File: config.mk
export PLATFORM = sky130hd
export DESIGN_NAME = nbc_miss_ctrl
export DESIGN_NICKNAME = d
export VERILOG_FILES = /design/src/rtl/nbc_pkg.sv /design/src/rtl/nbc_decide.sv /design/src/rtl/nbc_missq.sv /design/src/rtl/nbc_meta.sv /design/src/rtl/nbc_miss_ctrl.sv
export SDC_FILE = /design/constraint.sdc
export NUM_CORES = 1
export LEC_CHECK = 0
export BUFFER_PORTS_ARGS = -buffer_cell sky130_fd_sc_hd__buf_4
export CAP_MARGIN = 15
export CORE_MARGIN = 1.5
export CORE_UTILIZATION = 31
export CTS_CLUSTER_SIZE = 12
export DETAILED_ROUTE_END_ITERATION = 10
export GPL_ROUTABILITY_DRIVEN = 0
export HOLD_SLACK_MARGIN = 0.03
export PLACE_DENSITY_LB_ADDON = 0.15
export SLEW_MARGIN = 20
export SYNTH_ARGS = -nofsm -noshare
export SYNTH_HDL_FRONTEND = slang
export SYNTH_SLANG_ARGS = --single-unit
File: constraint.sdc
create_clock -name clk -period 3.8 [get_ports clk]
set_input_delay 0.76 -clock clk [delete_from_list [all_inputs] [get_ports clk]]
set_output_delay 0.76 -clock clk [all_outputs]
set_load 0.02 [all_outputs]
File: src/rtl/nbc_pkg.sv
package nbc_pkg;
  typedef enum logic [1:0] {
    LK_HIT      = 2'd0,
    LK_HIT_PEND = 2'd1,
    LK_MISS     = 2'd2,
    LK_FAIL     = 2'd3
  } lookup_e;

  typedef enum logic [1:0] {
    RS_HIT    = 2'd0,
    RS_MISS   = 2'd1,
    RS_REJECT = 2'd2
  } resp_e;
endpackage

File: src/rtl/nbc_decide.sv
module nbc_decide
  import nbc_pkg::*;
(
  input  logic       req_valid,
  input  logic [1:0] lookup,
  input  logic       pend_hit,
  input  logic       pend_full,
  input  logic       q_room,
  output logic       do_merge,
  output logic       do_fresh,
  output logic [1:0] status
);
  lookup_e lk;

  always_comb begin
    lk       = lookup_e'(lookup);
    do_merge = 1'b0;
    do_fresh = 1'b0;
    status   = RS_REJECT;
    if (lk == LK_HIT) begin
      status = RS_HIT;
    end else if (lk != LK_FAIL && !pend_full) begin
      if (pend_hit) begin
        do_merge = req_valid;
        status   = RS_MISS;
      end else if (q_room) begin
        do_fresh = req_valid;
        status   = RS_MISS;
      end
    end
  end
endmodule

File: src/rtl/nbc_missq.sv
module nbc_missq #(
  parameter int DEPTH = 4,
  parameter int W     = 30
) (
  input  logic         clk,
  input  logic         rst,
  input  logic         push,
  input  logic [W-1:0] din,
  input  logic         pop,
  output logic [W-1:0] head,
  output logic         nonempty,
  output logic         room
);
  localparam int PTR_W = (DEPTH > 1) ? $clog2(DEPTH) : 1;
  localparam int CNT_W = $clog2(DEPTH + 1);
  localparam logic [CNT_W-1:0] FULL_CNT = CNT_W'(DEPTH);
  localparam logic [PTR_W-1:0] LAST_PTR = PTR_W'(DEPTH - 1);

  logic [W-1:0]     store [DEPTH];
  logic [PTR_W-1:0] wr_ptr, rd_ptr;
  logic [CNT_W-1:0] count;
  logic             do_pop;

  assign nonempty = (count != '0);
  assign room     = (count != FULL_CNT);
  assign do_pop   = pop && nonempty;
  assign head     = store[rd_ptr];

  always_ff @(posedge clk) begin
    if (push && room) store[wr_ptr] <= din;
  end

  always_ff @(posedge clk) begin
    if (rst) begin
      wr_ptr <= '0;
      rd_ptr <= '0;
      count  <= '0;
    end else begin
      if (push && room) wr_ptr <= (wr_ptr == LAST_PTR) ? '0 : wr_ptr + 1'b1;
      if (do_pop)       rd_ptr <= (rd_ptr == LAST_PTR) ? '0 : rd_ptr + 1'b1;
      case ({push && room, do_pop})
        2'b10:   count <= count + 1'b1;
        2'b01:   count <= count - 1'b1;
        default: count <= count;
      endcase
    end
  end
endmodule

File: src/rtl/nbc_meta.sv
module nbc_meta #(
  parameter int  TAG_W         = 4,
  parameter int  BLK_W         = 26,
  parameter int  IDX_W         = 8,
  parameter bit  ALLOC_ON_FILL = 1'b0
) (
  input  logic             clk,
  input  logic             rst,
  input  logic             wr_en,
  input  logic [TAG_W-1:0] wr_tag,
  input  logic [BLK_W-1:0] wr_blk,
  input  logic [IDX_W-1:0] wr_idx,
  input  logic             fill_valid,
  input  logic [TAG_W-1:0] fill_tag,
  output logic             by_idx,
  output logic             by_addr,
  output logic [IDX_W-1:0] rd_idx,
  output logic [BLK_W-1:0] rd_blk,
  output logic             ready_en,
  output logic             no_record
);
  localparam int NTAGS = 1 << TAG_W;

  logic [NTAGS-1:0] live;
  logic [BLK_W-1:0] blk_mem [NTAGS];
  logic [IDX_W-1:0] idx_mem [NTAGS];
  logic             hit;

  assign hit       = fill_valid && live[fill_tag];
  assign ready_en  = hit;
  assign no_record = fill_valid && !live[fill_tag];
  assign rd_idx    = idx_mem[fill_tag];
  assign rd_blk    = blk_mem[fill_tag];

  generate
    if (ALLOC_ON_FILL) begin : g_by_addr
      assign by_addr = hit;
      assign by_idx  = 1'b0;
    end else begin : g_by_idx
      assign by_idx  = hit;
      assign by_addr = 1'b0;
    end
  endgenerate

  always_ff @(posedge clk) begin
    if (wr_en) begin
      blk_mem[wr_tag] <= wr_blk;
      idx_mem[wr_tag] <= wr_idx;
    end
  end

  always_ff @(posedge clk) begin
    if (rst) begin
      live <= '0;
    end else begin
      if (hit)   live[fill_tag] <= 1'b0;
      if (wr_en) live[wr_tag]   <= 1'b1;
    end
  end
endmodule

File: src/rtl/nbc_miss_ctrl.sv
module nbc_miss_ctrl
  import nbc_pkg::*;
#(
  parameter int ADDR_W        = 32,
  parameter int LINE_BYTES    = 64,
  parameter int IDX_W         = 8,
  parameter int TAG_W         = 4,
  parameter int Q_DEPTH       = 4,
  parameter bit ALLOC_ON_FILL = 1'b0
) (
  input  logic              clk,
  input  logic              rst,
  input  logic              flush,
  input  logic              req_valid,
  input  logic [ADDR_W-1:0] req_addr,
  input  logic [TAG_W-1:0]  req_tag,
  output logic [ADDR_W-1:0] blk_addr,
  input  logic [1:0]        tag_status,
  input  logic [IDX_W-1:0]  tag_probe_idx,
  output logic              tag_access_en,
  input  logic              mshr_hit,
  input  logic              mshr_full,
  output logic              mshr_add_en,
  output logic              resp_valid,
  output logic [1:0]        resp_status,
  output logic [TAG_W-1:0]  resp_tag,
  output logic              mem_push,
  output logic [ADDR_W-1:0] mem_addr,
  output logic [TAG_W-1:0]  mem_tag,
  input  logic              mem_full,
  input  logic              fill_valid,
  input  logic [TAG_W-1:0]  fill_tag,
  output logic              tag_fill_by_idx,
  output logic [IDX_W-1:0]  tag_fill_idx,
  output logic              tag_fill_by_addr,
  output logic [ADDR_W-1:0] tag_fill_addr,
  output logic              mshr_ready_en,
  output logic [ADDR_W-1:0] mshr_ready_addr,
  output logic              fill_err,
  output logic              tag_flush
);
  localparam int OFF_W = $clog2(LINE_BYTES);
  localparam int BLK_W = ADDR_W - OFF_W;
  localparam int Q_W   = BLK_W + TAG_W;

  logic [BLK_W-1:0] req_blk;
  logic             do_merge, do_fresh, q_room, q_nonempty;
  logic [1:0]       status;
  logic [Q_W-1:0]   q_head;
  logic [BLK_W-1:0] rec_blk;
  logic             no_record;

  assign req_blk  = req_addr[ADDR_W-1:OFF_W];
  assign blk_addr = {req_blk, {OFF_W{1'b0}}};

  nbc_decide u_decide (
    .req_valid (req_valid),
    .lookup    (tag_status),
    .pend_hit  (mshr_hit),
    .pend_full (mshr_full),
    .q_room    (q_room),
    .do_merge  (do_merge),
    .do_fresh  (do_fresh),
    .status    (status)
  );

  assign tag_access_en = do_merge || do_fresh;
  assign mshr_add_en   = do_merge || do_fresh;

  nbc_missq #(.DEPTH(Q_DEPTH), .W(Q_W)) u_q (
    .clk      (clk),
    .rst      (rst),
    .push     (do_fresh),
    .din      ({req_blk, req_tag}),
    .pop      (!mem_full),
    .head     (q_head),
    .nonempty (q_nonempty),
    .room     (q_room)
  );

  assign mem_push = q_nonempty && !mem_full;
  assign mem_addr = {q_head[Q_W-1:TAG_W], {OFF_W{1'b0}}};
  assign mem_tag  = q_head[TAG_W-1:0];

  nbc_meta #(
    .TAG_W(TAG_W), .BLK_W(BLK_W), .IDX_W(IDX_W), .ALLOC_ON_FILL(ALLOC_ON_FILL)
  ) u_meta (
    .clk        (clk),
    .rst        (rst),
    .wr_en      (do_fresh),
    .wr_tag     (req_tag),
    .wr_blk     (req_blk),
    .wr_idx     (tag_probe_idx),
    .fill_valid (fill_valid),
    .fill_tag   (fill_tag),
    .by_idx     (tag_fill_by_idx),
    .by_addr    (tag_fill_by_addr),
    .rd_idx     (tag_fill_idx),
    .rd_blk     (rec_blk),
    .ready_en   (mshr_ready_en),
    .no_record  (no_record)
  );

  assign tag_fill_addr   = {rec_blk, {OFF_W{1'b0}}};
  assign mshr_ready_addr = {rec_blk, {OFF_W{1'b0}}};

  always_ff @(posedge clk) begin
    if (rst) begin
      resp_valid  <= 1'b0;
      resp_status <= RS_HIT;
      resp_tag    <= '0;
      fill_err    <= 1'b0;
      tag_flush   <= 1'b0;
    end else begin
      resp_valid  <= req_valid;
      resp_status <= status;
      resp_tag    <= req_tag;
      fill_err    <= no_record;
      tag_flush   <= flush;
    end
  end
endmodule

==> results.py, run 1 <==
metrics = {
    "layout": {
        "diodes": 0,
        "final_common_cell": "edfxtp_1",
        "final_cell_mix": "664 x edfxtp_1, 221 x buf_4, 170 x mux4_2",
        "regArea_um2": 20620,
        "nFillCells": 7942,
        "nNetsFinal": 1548,
        "layout-drive-gt1-share_pct": 35.26,
        "synthToLayoutAreaGrowth_pct": 18.81,
        "multiInputGateArea_um2": 5555,
    },
    "die": {
        "die_x_um": 298.6,
        "start_util_pct": 31.27,
        "dieHeight_um": 298.6,
        "die-area_um2": 89170,
        "io_pins": 213,
        "core_area_um2": 86620,
        "rows": 108,
    },
    "cts": {
        "cts_num_sinks": 698,
        "post_cts_buffers": 0,
        "htree_levels": 3,
        "holdBufCountCts": 0,
        "cts.clk_slew.worst_paths_ns": 0.05,
        "clk_latency_ns": 0.61,
        "cts_resized": 0,
        "cts_buffers": 79,
        "cts_tree": "done",
        "cts-root-buf": "clkbuf_16",
        "clockBufferDepth": 3,
    },
    "timing": {
        "drv_slew": 0,
        "final.setup_skew_ns": 0.02643,
        "timing.hold.ws_ns": 0.3561,
        "finalSetupViolCount": 0,
        "fmax_mhz": 283.6,
        "rsz0062_at_grt": "false",
        "period_needed_ns": 3.527,
        "final.setup.tns_ns": 0,
        "relSlewSlack_pct": 51.82,
        "min_period_over_period_pct": 92.80,
        "hold_viol_final": 0,
        "tightest_slew_ns": 0.7227,
    },
    "detailed_routing": {
        "drt_iter0_drc": 868,
        "wl_um": 66560,
        "top_layer": "met5",
        "vias": 13008,
        "via_per_inst": 4.821,
        "wl_met3_um": 3062,
        "routedWlPerCell_um": 24.67,
        "postRouteAntennaNets": 0,
        "drc": 0,
        "dr_wl_met2_um": 33190,
        "met1_length_um": 29290,
        "drt_first_pass_iters": 7,
    },
    "place": {
        "place.port_buffers": 181,
        "dp_hpwl_um": 38490,
    },
    "grt": {
        "grt_max_degree": 52,
        "grt_pass1_wl_um": 96170,
        "grt_use_total_pct": 14.94,
        "grt_pass1_vias": 13691,
        "antenna_found_initial": 2,
        "overflow": 0,
    },
    "critical_path": {
        "cp-start-kind": "input port",
        "worstPathMaxFanout": 51,
        "cp.arrival_ns": 2.77,
        "crit_path_max_incr_delay_ns": 0.53,
        "path_buf_inv": 3,
        "critPathCaptureType": "output pin",
        "cp_common_cell": "buf_4",
        "required_ns": 3.04,
        "critical_path_class": "input port to output pin",
        "critPathSlowestCell": "mux4_2",
        "path_delay_family": "buffers and inverters",
        "path_cells": "buf_8 -> buf_4 -> mux4_2 -> a22oi_1 -> nand2_1 -> buf_4",
    },
    "run": {
        "drv_cap": 0,
    },
    "synthesis": {
        "synth-async-reset-ratio_pct": 0,
        "synth_cells": 1282,
        "ys.flop_type": "edfxtp_1",
        "ys_seq_area_share_pct": 76.12,
        "yosys_warnings": 0,
        "syn_area_um2": 27090,
        "synth_edf_count": 664,
        "avgSynthCellArea_um2": 21.13,
        "ys_ff_latch": 698,
        "ys_types": 44,
    },
    "min_path": {
        "min_path_type": "input port to register",
    },
    "pwr": {
        "power_frac_comb_pct": 7.1,
        "ir_drop_mv": 0.2945,
        "pwr-share-seq_pct": 50.4,
        "p_switching_w": 0.003702,
        "p_clk_share_pct": 42.4,
        "power_w": 0.01681,
        "p_int_w": 0.01310,
        "sw_frac_of_total_pct": 22.03,
        "leakagePower_nw": 10.49,
        "p_per_area_nw_per_um2": 522.2,
    },
    "status": {
        "run_status": "finished, final reports clean",
    },
}
[cells in the mapped netlist, types with 3 or more instances]
library cell | n | area share [%]
a21oi_1 | 23 | 0.42
a22oi_1 | 68 | 1.9
and4b_1 | 4 | 0.15
buf_2 | 21 | 0.39
buf_4 | 89 | 2.5
buf_6 | 7 | 0.29
clkbuf_1 | 28 | 0.39
dfxtp_1 | 34 | 2.5
edfxtp_1 | 664 | 74
ha_1 | 6 | 0.28
inv_1 | 26 | 0.36
mux4_2 | 170 | 14
nand2_1 | 35 | 0.48
nand4_1 | 19 | 0.44
nor2_1 | 10 | 0.14
nor2b_1 | 8 | 0.18
nor4b_1 | 6 | 0.19
nor4bb_1 | 6 | 0.22
o21ai_0 | 20 | 0.37
o31ai_1 | 3 | 0.083
or3b_2 | 3 | 0.097
xor2_1 | 3 | 0.097
[final timing paths]
path / cells past startpoint / end / from / slack (ns)
worst min-delay path: 2 / resp_status[0] / mshr_full / 0.36
worst max register to register: 8 / u_q.count[2] / u_q.count[2] / 0.90
worst max-delay path: 6 / mshr_ready_addr[12] / fill_tag[0] / 0.27
worst min register to register: 2 / u_meta.live[3] / u_meta.live[3] / 0.48
[worst register-to-register path: cells and delay by family (launching register included)]
| kind | cells | cell delay, ns |
|---|---|---|
| and+or+nand+nor | 3 | 1.42 |
| DFF | 1 | 0.38 |
| adders and majority gates | 2 | 0.66 |
| xor gates and xnor gates | 1 | 0.16 |
| buffers and inverters | 1 | 0.07 |
| AOI/OAI and AO/OA | 1 | 0.13 |
[cell families after synthesis]
logic type	count (synthesis)	synth area share [%]
flip-flops	698	76.12
buffers and inverters	172	3.907
multiplexers	171	14.17
AO/OA/AOI/OAI	117	2.845
AND/OR/NAND/NOR	112	2.466
adder cells (fa/ha/maj)	7	0.3510
XOR/XNOR	4	0.1293
other	1	0.01384
[stage by stage]
step	setup WS, ns	instances	cell area (um2)	utilization [%]
4_1_cts	0.2215	2698	32180	37.16
6_report	0.2735	2698	32180	37.16
3_3_place_gp	0.2041	2557	29780	34.39
3_5_place_dp	0.2219	2557	29780	34.39
5_1_grt	0.1098	2698	32180	37.16
2_1_floorplan	0.4507	1306	27180	-
[routing by layer]
metal | track usage [%] | vias up
li1 | - | 5631
met3 | 2.537 | 74
met4 | 3.928 | 2
met5 | 0 | -
met1 | 20.23 | 6979
met2 | 24.96 | 322
[power groups by stage]
stage	clock [W]	combinational, W	sequential [W]
6_report	0.00713	0.00120	0.00848
5_1_grt	0.00766	0.00129	0.00848
4_1_cts	0.00735	0.00124	0.00848
3_5_place_dp	0	0.00124	0.00864
3_3_place_gp	0	0.00122	0.00864
2_1_floorplan	0	0.000738	0.00864
[registers in the layout (all words and copies together) (netlist names), named ones only]
name	count
fill_err	1
resp_status	2
resp_tag	4
resp_valid	1
tag_flush	1
u_meta.blk_mem	416
u_meta.idx_mem	128
u_meta.live	16
u_q.count	3
u_q.rd_ptr	2
u_q.store	120
u_q.wr_ptr	2
[final cells by class]
cell class	count	share of cell area, %
sequential	698	64.07
clock inverter	41	1.069
tap	1155	4.490
inverter	26	0.3032
timing repair buffer	242	6.418
clock buffer	100	6.387
multi-input combinational	436	17.26
No activity file was read; power rests on OpenSTA's default activity.
==> inputs of run 2 (changes only) <==
Settings changed: CELL_PAD_IN_SITES_DETAIL_PLACEMENT from default to 0, CELL_PAD_IN_SITES_GLOBAL_PLACEMENT from default to 1.
==> run 2 against run 1 <==
  * Clock power grew 5.5%
  * First-iteration DRC count grew 16%
  * Setup slack gained 0.21 ns
  * Hold slack gained 0.0031 ns
  * Largest power group unchanged
  * Highest routed layer is now met4
==> results.py, run 2 (synthesis gave the netlist of run 1 again) <==
metrics = {
    "status": {
        "run_status": "finished, final reports clean",
    },
    "place": {
        "place_area_um2": 29910,
        "place.port_buffers": 181,
        "dp_hpwl_um": 37400,
        "place_ws_ns": 0.4416,
    },
    "cts": {
        "cts.clk_slew.worst_paths_ns": 0.05,
        "cts_tree": "done",
        "htree_levels": 3,
        "post_cts_buffers": 0,
        "clk_latency_ns": 0.61,
        "holdBufCountCts": 0,
        "cts_resized": 0,
        "cts_num_sinks": 698,
        "cts-root-buf": "clkbuf_16",
        "cts_buffers": 80,
        "clockBufferDepth": 3,
    },
    "layout": {
        "reg_top3": "u_meta.blk_mem x416, u_meta.idx_mem x128, u_q.store x120",
        "nFillCells": 7873,
        "synthToLayoutAreaGrowth_pct": 19.86,
        "top_register": "u_meta.blk_mem",
        "layout-drive-gt1-share_pct": 35.24,
        "final_cell_mix": "664 x edfxtp_1, 200 x buf_4, 170 x mux4_2",
        "final_area_um2": 32470,
        "final_common_cell": "edfxtp_1",
        "nNetsFinal": 1542,
        "largest_reg_flops": 416,
        "final_core_util_pct": 37.48,
        "diodes": 0,
    },
    "pwr": {
        "leakagePower_nw": 10.58,
        "p_per_area_nw_per_um2": 529.8,
        "ir_drop_mv": 0.3286,
    },
    "critical_path": {
        "path_cells": "buf_8 -> buf_4 -> mux4_2 -> a22oi_1 -> nand2_1 -> buf_4",
        "worstPathMaxFanout": 26,
        "critPathCaptureType": "output pin",
        "cp-start-kind": "input port",
        "reg2regPathDepth": 8,
        "critPathSlowestCell": "mux4_2",
        "reg2reg_to": "u_q.count[2]",
        "cp.arrival_ns": 2.56,
        "path_buf_inv": 3,
        "critical_path_class": "input port to output pin",
        "path_delay_family": "buffers and inverters",
        "worst-path-stages": 6,
        "worst-r2r-setup-slack_ns": 0.89,
        "crit_path_max_incr_delay_ns": 0.52,
        "timing.rr.start": "u_q.count[2]",
        "required_ns": 3.04,
        "cp_common_cell": "buf_4",
    },
    "detailed_routing": {
        "wl_um": 66730,
        "drt_iter0_drc": 1011,
        "drt_first_pass_iters": 5,
        "vias": 13013,
        "via_per_inst": 4.832,
        "postRouteAntennaNets": 0,
        "routedWlPerCell_um": 24.78,
        "drc": 0,
    },
    "grt": {
        "grt_pass1_wl_um": 96500,
        "grt_pass1_vias": 13801,
        "overflow": 0,
        "grt_max_degree": 41,
        "grt_use_total_pct": 15.00,
        "antenna_found_initial": 0,
    },
    "die": {
        "die-area_um2": 89170,
        "die_x_um": 298.6,
        "dieHeight_um": 298.6,
        "rows": 108,
        "start_util_pct": 31.27,
        "io_pins": 213,
        "core_area_um2": 86620,
    },
    "timing": {
        "relSlewSlack_pct": 51.65,
        "min_period_over_period_pct": 87.40,
        "hold_viol_final": 0,
        "tightest_slew_ns": 0.7252,
        "drv_slew": 0,
        "rsz0062_at_grt": "false",
        "period_needed_ns": 3.321,
        "final.setup_skew_ns": 0.01968,
        "fmax_mhz": 301.1,
        "finalSetupViolCount": 0,
        "timing.hold.ws_ns": 0.3593,
        "fin_ws_ns": 0.4790,
        "final.setup.tns_ns": 0,
    },
    "min_path": {
        "hold_depth": 2,
        "hold_path_end": "resp_status[0]",
        "min_from": "mshr_full",
        "min_path_type": "input port to register",
    },
    "run": {
        "drv_cap": 0,
    },
}
## run 2: cell types whose count changed in the layout (fill, tap and decap cells not counted), sizes merged
cell      change
buf           -7
bufinv        +4
clkbuf        +5
clkinv        -8
clkinvlp      +1
## run 2: cell type report
| cell class | count | area (um2) | area share, % |
|---|---|---|---|
| Clock buffer | 105 | 2138 | 6.586 |
| Multi-Input combinational cell | 436 | 5555 | 17.11 |
| Sequential cell | 698 | 20620 | 63.51 |
| Clock inverter | 38 | 421.7 | 1.299 |
| Tap cell | 1155 | 1445 | 4.451 |
| Inverter | 26 | 97.59 | 0.3006 |
| Timing Repair Buffer | 235 | 2188 | 6.740 |
## run 2: metrics by stage
| step | total power (W) | cells |
|---|---|---|
| 2_1_floorplan | 0.009377 | 1306 |
| 3_3_place_gp | 0.009859 | 2550 |
| 3_5_place_dp | 0.009874 | 2550 |
| 4_1_cts | 0.01747 | 2693 |
| 5_1_grt | 0.01783 | 2693 |
| 6_report | 0.01720 | 2693 |
## run 2: where the power goes
part,internal [W],switching [W],total (W)
combinational,0.000489,0.000701,0.00119
clock,0.00456,0.00296,0.00752
sequential,0.00846,0.0000305,0.00849
total,0.0135,0.00369,0.0172
## run 2: worst max path at each step
| stage | start | end | slack, ns |
|---|---|---|---|
| after floorplan | fill_tag[1] | tag_fill_by_idx | 0.45 |
| after detailed placement | fill_tag[1] | tag_fill_addr[9] | 0.44 |
| after global routing | fill_tag[0] | tag_fill_addr[26] | 0.35 |
| after global placement | fill_tag[0] | mshr_ready_addr[7] | 0.43 |
| final | fill_tag[0] | mshr_ready_addr[17] | 0.48 |
| after CTS | fill_tag[1] | tag_fill_addr[9] | 0.44 |
## run 2: routing by layer
metal / vias up / global-route usage (%) / routed length [um]
met5: - / 0 / 0
met4: 0 / 4.254 / 1224
met3: 79 / 2.646 / 3085
met2: 319 / 25.28 / 33590
met1: 7005 / 19.91 / 28820
li1: 5610 / - / -
